===== src/rtl/timer_pkg.sv =====
package timer_pkg;
  typedef enum logic [2:0] {
    REG_PERIOD = 3'd0,
    REG_COUNT  = 3'd1,
    REG_CTRL   = 3'd2,
    REG_MODE   = 3'd3,
    REG_OUT    = 3'd4
  } reg_addr_e;

  localparam int unsigned CTRL_START_BIT = 0;
  localparam int unsigned CTRL_STOP_BIT  = 1;
  localparam int unsigned CTRL_RUN_BIT   = 2;
  localparam int unsigned MODE_IAS_BIT   = 2;
  localparam int unsigned OUT_LVL_BIT    = 0;
  localparam int unsigned OUT_OE_BIT     = 1;
  localparam int unsigned NUM_SEL        = 4;
endpackage


===== src/rtl/timer_prescaler.sv =====
module timer_prescaler #(
  parameter int unsigned STEP = 2,
  parameter int unsigned NSEL = 4
) (
  input  logic            clk_i,
  input  logic            rst_ni,
  output logic [NSEL-1:0] tick_o
);
  localparam int unsigned PRE_W = STEP * (NSEL - 1);

  logic [PRE_W-1:0] pre_q;

  always_ff @(posedge clk_i or negedge rst_ni) begin
    if (!rst_ni) pre_q <= '0;
    else         pre_q <= pre_q + 1'b1;
  end

  for (genvar k = 0; k < NSEL; k++) begin : g_tap
    if (k == 0) begin : g_full
      assign tick_o[k] = 1'b1;
    end else begin : g_div
      assign tick_o[k] = &pre_q[k*STEP-1:0];
    end
  end
endmodule


===== src/rtl/timer_counter.sv =====
module timer_counter #(
  parameter int unsigned CNT_W = 16
) (
  input  logic             clk_i,
  input  logic             rst_ni,
  input  logic             tick_i,
  input  logic             start_i,
  input  logic             stop_i,
  input  logic             ias_i,
  input  logic [CNT_W-1:0] period_i,
  output logic [CNT_W-1:0] cnt_o,
  output logic             running_o,
  output logic             fire_o,
  output logic             irq_o
);
  logic [CNT_W-1:0] cnt_q, cnt_d;
  logic             run_q, run_d;
  logic             irq_q;
  logic             fire;

  always_comb begin
    cnt_d = cnt_q;
    run_d = run_q;
    fire  = 1'b0;
    if (stop_i) begin
      run_d = 1'b0;            // stop wins over a simultaneous start
    end else if (start_i) begin
      run_d = 1'b1;
      cnt_d = period_i;
      fire  = ias_i;
    end else if (run_q && tick_i) begin
      if (cnt_q == '0) begin
        cnt_d = period_i;
        fire  = 1'b1;
      end else begin
        cnt_d = cnt_q - 1'b1;
      end
    end
  end

  always_ff @(posedge clk_i or negedge rst_ni) begin
    if (!rst_ni) begin
      cnt_q <= '1;
      run_q <= 1'b0;
      irq_q <= 1'b0;
    end else begin
      cnt_q <= cnt_d;
      run_q <= run_d;
      irq_q <= fire;
    end
  end

  assign cnt_o     = cnt_q;
  assign running_o = run_q;
  assign fire_o    = fire;
  assign irq_o     = irq_q;

  assert_reload_R4: assert property (@(posedge clk_i) disable iff (!rst_ni)
    (run_q && tick_i && cnt_q == '0 && !start_i && !stop_i)
      |=> (cnt_q == $past(period_i)) && irq_q);

  assert_decrement_R4: assert property (@(posedge clk_i) disable iff (!rst_ni)
    (run_q && tick_i && cnt_q != '0 && !start_i && !stop_i)
      |=> (cnt_q == $past(cnt_q) - 1'b1) && !irq_q);

  assert_stop_holds_R6: assert property (@(posedge clk_i) disable iff (!rst_ni)
    (!run_q && !start_i) |=> $stable(cnt_q));

  assert_stop_wins_R7: assert property (@(posedge clk_i) disable iff (!rst_ni)
    (start_i && stop_i) |=> !run_q && !irq_q);
endmodule


===== src/rtl/timer_output.sv =====
module timer_output (
  input  logic clk_i,
  input  logic rst_ni,
  input  logic wr_i,
  input  logic level_i,
  input  logic oe_i,
  input  logic toggle_i,
  output logic out_o,
  output logic oe_o
);
  logic out_q, oe_q;

  always_ff @(posedge clk_i or negedge rst_ni) begin
    if (!rst_ni) begin
      out_q <= 1'b0;
      oe_q  <= 1'b0;
    end else if (wr_i) begin
      out_q <= level_i;
      oe_q  <= oe_i;
    end else if (toggle_i && oe_q) begin
      out_q <= ~out_q;
    end
  end

  assign out_o = out_q;
  assign oe_o  = oe_q;

  assert_sw_level_hold_R8: assert property (@(posedge clk_i) disable iff (!rst_ni)
    (!oe_q && !wr_i) |=> $stable(out_q));

  assert_sw_write_R8: assert property (@(posedge clk_i) disable iff (!rst_ni)
    wr_i |=> (out_q == $past(level_i)) && (oe_q == $past(oe_i)));
endmodule


===== src/rtl/interval_timer.sv =====
module interval_timer #(
  parameter int unsigned CNT_W = 16,
  parameter int unsigned STEP  = 2
) (
  input  logic             clk_i,
  input  logic             rst_ni,
  input  logic             wr_i,
  input  logic [2:0]       addr_i,
  input  logic [CNT_W-1:0] wdata_i,
  output logic [CNT_W-1:0] rdata_o,
  output logic             irq_o,
  output logic             tout_o
);
  import timer_pkg::*;

  localparam int unsigned SEL_W = $clog2(NUM_SEL);

  logic [CNT_W-1:0]   period_q;
  logic [SEL_W-1:0]   sel_q;
  logic               ias_q;
  logic [NUM_SEL-1:0] ticks;
  logic [CNT_W-1:0]   cnt;
  logic               running, fire, oe;
  logic               wr_period, wr_ctrl, wr_mode, wr_out;
  logic               start, stop;

  assign wr_period = wr_i && (addr_i == REG_PERIOD);
  assign wr_ctrl   = wr_i && (addr_i == REG_CTRL);
  assign wr_mode   = wr_i && (addr_i == REG_MODE);
  assign wr_out    = wr_i && (addr_i == REG_OUT);
  assign start     = wr_ctrl && wdata_i[CTRL_START_BIT];
  assign stop      = wr_ctrl && wdata_i[CTRL_STOP_BIT];

  always_ff @(posedge clk_i or negedge rst_ni) begin
    if (!rst_ni) begin
      period_q <= '1;
      sel_q    <= '0;
      ias_q    <= 1'b0;
    end else begin
      if (wr_period) period_q <= wdata_i;
      if (wr_mode && !running) begin   // mode locked while running
        sel_q <= wdata_i[SEL_W-1:0];
        ias_q <= wdata_i[MODE_IAS_BIT];
      end
    end
  end

  timer_prescaler #(.STEP(STEP), .NSEL(NUM_SEL)) u_pre (
    .clk_i  (clk_i),
    .rst_ni (rst_ni),
    .tick_o (ticks)
  );

  timer_counter #(.CNT_W(CNT_W)) u_cnt (
    .clk_i     (clk_i),
    .rst_ni    (rst_ni),
    .tick_i    (ticks[sel_q]),
    .start_i   (start),
    .stop_i    (stop),
    .ias_i     (ias_q),
    .period_i  (period_q),
    .cnt_o     (cnt),
    .running_o (running),
    .fire_o    (fire),
    .irq_o     (irq_o)
  );

  timer_output u_out (
    .clk_i    (clk_i),
    .rst_ni   (rst_ni),
    .wr_i     (wr_out),
    .level_i  (wdata_i[OUT_LVL_BIT]),
    .oe_i     (wdata_i[OUT_OE_BIT]),
    .toggle_i (fire),
    .out_o    (tout_o),
    .oe_o     (oe)
  );

  always_comb begin
    rdata_o = '0;
    unique case (addr_i)
      REG_PERIOD: rdata_o = period_q;
      REG_COUNT:  rdata_o = cnt;
      REG_CTRL:   rdata_o[CTRL_RUN_BIT] = running;
      REG_MODE: begin
        rdata_o[SEL_W-1:0]   = sel_q;
        rdata_o[MODE_IAS_BIT] = ias_q;
      end
      REG_OUT: begin
        rdata_o[OUT_LVL_BIT] = tout_o;
        rdata_o[OUT_OE_BIT]  = oe;
      end
      default: rdata_o = '0;
    endcase
  end

  assert_mode_lock_R9: assert property (@(posedge clk_i) disable iff (!rst_ni)
    (running && wr_mode) |=> $stable(sel_q) && $stable(ias_q));

  assert_period_write_R5: assert property (@(posedge clk_i) disable iff (!rst_ni)
    wr_period |=> period_q == $past(wdata_i));
endmodule


===== config.mk =====
export PLATFORM = sky130hd
export DESIGN_NAME = interval_timer
export DESIGN_NICKNAME = d
export VERILOG_FILES = /design/src/rtl/timer_pkg.sv /design/src/rtl/timer_prescaler.sv /design/src/rtl/timer_counter.sv /design/src/rtl/timer_output.sv /design/src/rtl/interval_timer.sv
export SDC_FILE = /design/constraint.sdc
export NUM_CORES = 1
export LEC_CHECK = 0
export BUFFER_PORTS_ARGS = -buffer_cell sky130_fd_sc_hd__clkbuf_2
export CAP_MARGIN = 20
export CORE_ASPECT_RATIO = 1.75
export CORE_MARGIN = 10
export CORE_UTILIZATION = 55
export CTS_CLUSTER_DIAMETER = 60
export DETAILED_ROUTE_END_ITERATION = 16
export PLACE_DENSITY = 0.87
export SLEW_MARGIN = 30
export SYNTH_ARGS = -nofsm -noshare
export SYNTH_HDL_FRONTEND = slang
export SYNTH_SLANG_ARGS = --single-unit

===== constraint.sdc =====
create_clock -name clk_i -period 2.8 [get_ports clk_i]
set_input_delay 0.56 -clock clk_i [delete_from_list [all_inputs] [get_ports clk_i]]
set_output_delay 0.56 -clock clk_i [all_outputs]
set_load 0.01 [all_outputs]

### Word level (Yosys, flattened, before mapping)

Index checks and enable logic that the tools add are counted.

| word-level totals | value |
|---|---|
| bits of input ports | 22 |
| register bits | 45 |
| output and inout port bits | 18 |
| word-level logic and storage cells | 53 |

| operators by class | value |
|---|---|
| bitwise logic cells | 2 |
| add/sub/neg operators | 2 |
| reductions and logical operators | 19 |
| order comparisons | 1 |
| multiplexer cells | 16 |
| equal/unequal tests | 4 |

Operators with widths:

| kind | count |
|---|---|
| 2-to-1 mux 16 bit | 3 |
| one-hot mux 13 bit (2 select lines) | 1 |
| zero test 16 bit | 1 |
| subtractor 16 x 1 -> 16 bit (second input constant) | 1 |
| logical AND 1 bit | 9 |
| 2-to-1 mux 1 bit | 9 |
| one-hot mux 2 bit (4 select lines) | 1 |
| adder 6 x 1 -> 6 bit (second input constant) | 1 |
| equality test 3 x 2 -> 1 bit (second input constant) | 2 |
| AND reduction 6 bit | 1 |
| nonzero test 2 bit | 3 |
| one-hot mux 1 bit (4 select lines) | 1 |
| AND reduction 2 bit | 2 |
| AND reduction 4 bit | 1 |
| equality test 3 x 1 -> 1 bit (second input constant) | 1 |
| equality test 3 bit (second input constant) | 1 |
| zero test 3 bit | 1 |
| less-than comparator 2 x 3 -> 1 bit (second input constant) | 1 |
| binary-select mux 1 bit (select 2 bit) | 1 |
| inverter 1 bit | 2 |
| zero test 1 bit | 1 |

### Longest topological paths before layout

| depth | value |
|---|---|
| word-level depth | 10 |
| mapped depth | 8 |
| depth with buffers taken out | 7 |

### Cells and area by module

From an unflattened synthesis, not the netlist that was laid out.

| second synthesis, totals | value |
|---|---|
| cells, all modules | 262 |
| area, all modules | 2,776.4 sq um |

By module, submodules not included:

| module | times used | area each (sq um) | cells each | sequential area each (sq um) |
|---|---|---|---|---|
| timer_counter | 1 | 1,260.0 | 143 | 470.5 |
| interval_timer | 1 | 1,172.4 | 92 | 495.5 |
| timer_prescaler | 1 | 249.0 | 20 | 150.1 |
| timer_output | 1 | 95.1 | 7 | 50.0 |

### Worst setup path before layout

Ideal clock, no wire load.

| timing path | value |
|---|---|
| path kind | input to output |
| from | input port addr_i[0] |
| to | output port rdata_o[10] |
| required time | 2.240 ns |
| data arrival time | 1.662 ns |
| cell stages on the path | 4 |
| buffers on the path | 2 |
| slack | 0.578 ns |
| path through | buf_1 > clkbuf_1 > mux2i_1 > nor2_1 |

| between the ends | value |
|---|---|
| longest elaborated chain between the ends | 2 |
| elaborated cells between the ends (all ways) | 3 |
| classes of those cells | 1 x eq/ne; 1 x mux; 1 x reduce/logical |

Ends and longest elaborated chain:

| what | line | source |
|---|---|---|
| start: declaration | interval_timer.sv:8 | `input logic [2:0] addr_i,` |
| equality test 3 x 1 -> 1 bit / zero test 3 bit (equally long branches) | interval_timer.sv:81 | `unique case (addr_i)` |
| one-hot mux 13 bit (2 select lines) (*) | interval_timer.sv:81 |  |
| end: declaration | interval_timer.sv:10 | `output logic [CNT_W-1:0] rdata_o,` |

Every way passes the cells marked *; elsewhere a longest branch is shown, timed or not.

### Worst setup path after layout

| timing path | value |
|---|---|
| from | register u_cnt.cnt_q[0] (netlist: u_cnt.cnt_o[0]) |
| to | register u_cnt.cnt_q[7] (netlist: u_cnt.cnt_o[7]) |

| between the ends | value |
|---|---|
| longest elaborated chain between the ends | 4 |
| elaborated cells between the ends (all ways) | 5 |
| classes of those cells | 1 x add/sub; 3 x mux; 1 x reduce/logical |

Ends and longest elaborated chain:

| what | line | source |
|---|---|---|
| start: declaration | timer_counter.sv:16 | `logic [CNT_W-1:0] cnt_q, cnt_d;` |
| start signal: assignment | timer_counter.sv:47 | `cnt_q <= cnt_d;` |
| subtractor 16 x 1 -> 16 bit / zero test 16 bit (equally long branches) | timer_counter.sv:36, timer_counter.sv:32 |  |
| 2-to-1 mux 16 bit (*) | timer_counter.sv:32 | `if (cnt_q == '0) begin` |
| 2-to-1 mux 16 bit (*) | timer_counter.sv:31 | `end else if (run_q && tick_i) begin` |
| 2-to-1 mux 16 bit (*) | timer_counter.sv:27 | `end else if (start_i) begin` |

Every way passes the cells marked *; elsewhere a longest branch is shown, timed or not. The select of a mux whose other input is x is not followed.
A chain may end at the register's enable or synchronous reset.

==> impl_metrics.yaml <==
synthesis:
  synth.top_cell.area_share_pct: 31.73
  synthDistinctLibCells: 51
  synthDominantAreaCellType: "dfstp_2"
  flop_and_latch_count_out_of_synthesis: 45
  synth_nets: 281
  seq_area_frac_synth_pct: 44.00
  yosys-top-cells-area: "dfstp_2, dfrtp_1, mux2i_1"
  dominantRegCellSynth: "dfstp_2"
  synth_edf_count: 0
  post_synth.cell_area_avg_um2: 10.35
  synthesis.instances: 256
  mappedNetlistArea_mm2: 0.002650
  async_flop_share_pct: 100.0
  synth_warnings: 0
sta:
  rsz0062_at_grt: "false"
  final-max-slew-violation-count: 0
  worst_slew_margin_rel_pct: 53.98
  hold_viol_final: 0
  clock_skew_ns: 0.007348
  holdWs_ns: 0.1108
  period_minus_slack_ns: 2.344
  fmax_mhz: 426.6
  setup_viol: 0
  fin_setup_tns_ns: 0
  worst-slew-pin-transition_ns: 0.6851
  min_period_over_period_pct: 83.73
clock_tree:
  ctsLongestPathBuffers: 2
  clkLatencyLatePin_ns: 0.31
  cts-root-buf: "clkbuf_8"
  cts_htree_levels: 2
  clk_pin_slew_worst_paths_ns: 0.09
  tritoncts_num_sinks: 45
  cts_hold_buf: 0
  cts_resized: 0
  tritoncts.num_buffers: 5
  post-cts-setup-buffer-count: 0
  tritoncts: "built"
die:
  die_w_um: 72.47
  die_height_um: 111.8
  start_util_pct: 56.80
  floorplan.rows: 33
  core-area_mm2: 0.004666
  floorplan.io_pins: 40
  die_area_mm2: 0.008104
power_and_ir_drop:
  power_frac_comb_pct: 31.5
  total_switching_power_mw: 0.8598
  vdd.ir_drop.worst_mv: 0.5586
  power_density_mw_per_mm2: 795.5
  p_clk_share_pct: 18.6
  leakagePower_nw: 1.320
  p_total_mw: 2.415
  internal_power_mw: 1.555
  power.share.switching_pct: 35.61
  seqPwrFrac_pct: 49.9
finish:
  layout_common_cells: "clkbuf_2, dfstp_2, nor2_1"
  flow.area_growth_from_synthesis_pct: 14.54
  finish.cell_count_without_fillers: 350
  layout-drive-gt1-share_pct: 41.95
  fin_area_mm2: 0.003035
  nets: 322
  count_of_inserted_antenna_diode_cells: 0
  most_common_cell_after_layout_fill_and_taps_aside: "clkbuf_2"
  final.fill_count: 374
setup_path:
  timing.critical_path.from: "u_cnt.cnt_o[0]"
  worstSetupEndpointType: "flop"
  worstSetupPathType: "reg -> reg"
  slowest_stage: "or4b_1"
  r2r.worst_path.cells: 7
  cp_num_buf_inv: 1
  r2r-end: "u_cnt.cnt_o[7]"
  cpLargestDelayFamily: "simple AND/OR/NAND/NOR gates"
  worstSetupEndpoint: "u_cnt.cnt_o[7]"
  worst-r2r-setup-slack_ns: 0.46
  critical_path_cell_count: 7
  startpoint_type: "flop"
  critical_path.reg2reg.startpoint: "u_cnt.cnt_o[0]"
  required_ns: 3.04
  arrival_ns: 2.58
  timing.critical_path.cells: "inv_1 > ha_1 > or4b_1 > nor4_4 > or2_2 > o21ai_1 > a221o_1"
  slowest_delay_ns: 0.48
  crit_fanout: 12
global_route:
  gr_util_all_layers_pct: 16.47
  antenna_found_initial: 0
  grt.overflow.total: 0
  pin_count_of_the_biggest_net_entering_global_routing: 37
  grt_pass1_vias: 2329
  global_route_wire_length_before_repair_mm: 11.07
placed_design:
  numPlacedInstances: 341
  gp_congestion: 0.8782
  place.port_buffers: 39
  dpl.hpwl_mm: 4.828
  detailed_place.area_mm2: 0.002914
routing:
  ant_nets: 0
  first_drt_pass_iteration_count: 4
  drcViolationCount: 0
  detailedRoute.firstIterationViolations: 99
  num_vias: 2181
  vias_per_cell: 6.231
  wl_per_cell_um: 18.56
  route.final.wire_length_mm: 6.495
run:
  max_cap_violations: 0
outcome:
  status: "completed"
hold_path:
  hold_class: "in -> async"
==> Yosys cell counts, types with 2 or more instances <==
master	n
o31ai_1	2
nor2b_1	5
ha_1	3
or2_2	2
o2bb2ai_1	4
mux2i_1	24
a21oi_1	6
o21ai_0	5
nor3_1	15
mux2_2	19
buf_2	5
nand3_1	12
nand2_1	13
nor4_1	2
xnor2_1	3
inv_1	4
a21oi_2	7
and3_1	3
clkbuf_1	5
dfstp_2	32
nand2b_1	2
o21a_1	2
or3_1	2
nand4_1	2
a2bb2oi_1	7
buf_1	3
dfrtp_1	13
or4_4	2
o21ai_1	6
nor2_1	25
==> worst reg2reg max path, cell delays in order (launching register included) <==
cell and delay, ns:
dfstp_2 0.39, inv_1 0.09, ha_1 0.16, or4b_1 0.48, nor4_4 0.40, or2_2 0.34
o21ai_1 0.10, a221o_1 0.31
==> per-layer routing <==
metal  up-vias  wire length, µm  GRT usage (%)
li1       1026                -              -
met1      1067             2479          18.23
met2        67             3473          27.94
met3        21              297          3.556
met4         0              244          9.033
met5         -                0              0
==> stage by stage <==
| stage | worst slack [ns] | util (%) |
|---|---|---|
| finish | 0.4557 | 65.06 |
| global route | 0.3299 | 65.06 |
| CTS | 0.4679 | 64.63 |
| detailed placement | 0.4054 | 62.46 |
| global placement | 0.5089 | 62.46 |
| floorplan | 0.5779 | - |
==> layout make-up <==
type | instances | area (µm²) | share of cell area (%)
Clock inverter | 1 | 5.005 | 0.1649
Sequential cell | 45 | 1166 | 38.42
Clock buffer | 7 | 96.34 | 3.174
Tap cell | 52 | 65.06 | 2.143
Inverter | 4 | 15.01 | 0.4946
Multi-Input combinational cell | 192 | 1405 | 46.29
Timing Repair Buffer | 49 | 282.8 | 9.316
==> how the worst min path moves through the flow <==
stage          slack, ns  cells after the start             end
2_1_floorplan       0.26                      0           ias_q
3_3_place_gp        0.46                      1  u_pre.pre_q[5]
3_5_place_dp        0.46                      1  u_pre.pre_q[5]
4_1_cts             0.39                      1  u_pre.pre_q[0]
5_1_grt             0.12                      1  u_pre.pre_q[0]
6_report            0.11                      1  u_pre.pre_q[5]
==> sequential cells by signal (all words and copies together), names as in the netlist <==
name             cells
u_out.out_o          1
u_cnt.cnt_o         16
ias_q                1
sel_q                2
period_q            16
u_cnt.irq_o          1
u_pre.pre_q          6
u_cnt.running_o      1
u_out.oe_o           1
==> cell families after synthesis <==
kind of cell	count (synthesis)	synth area share, %
buffers and inverters	19	3.352
DFF	45	44.00
and+or+nand+nor	94	19.12
AOI/OAI and AO/OA	47	12.80
muxes	44	17.99
adders and majority gates	3	1.417
xor gates and xnor gates	4	1.322
==> power groups by stage <==
stage	registers [mW]	clock network, mW	logic (mW)
3_3_place_gp	1.20	0	0.734
4_1_cts	1.20	0.457	0.758
2_1_floorplan	1.11	0	0.598
5_1_grt	1.24	0.484	0.838
6_report	1.21	0.448	0.761
3_5_place_dp	1.21	0	0.751
(Power assumes the default switching activity.)
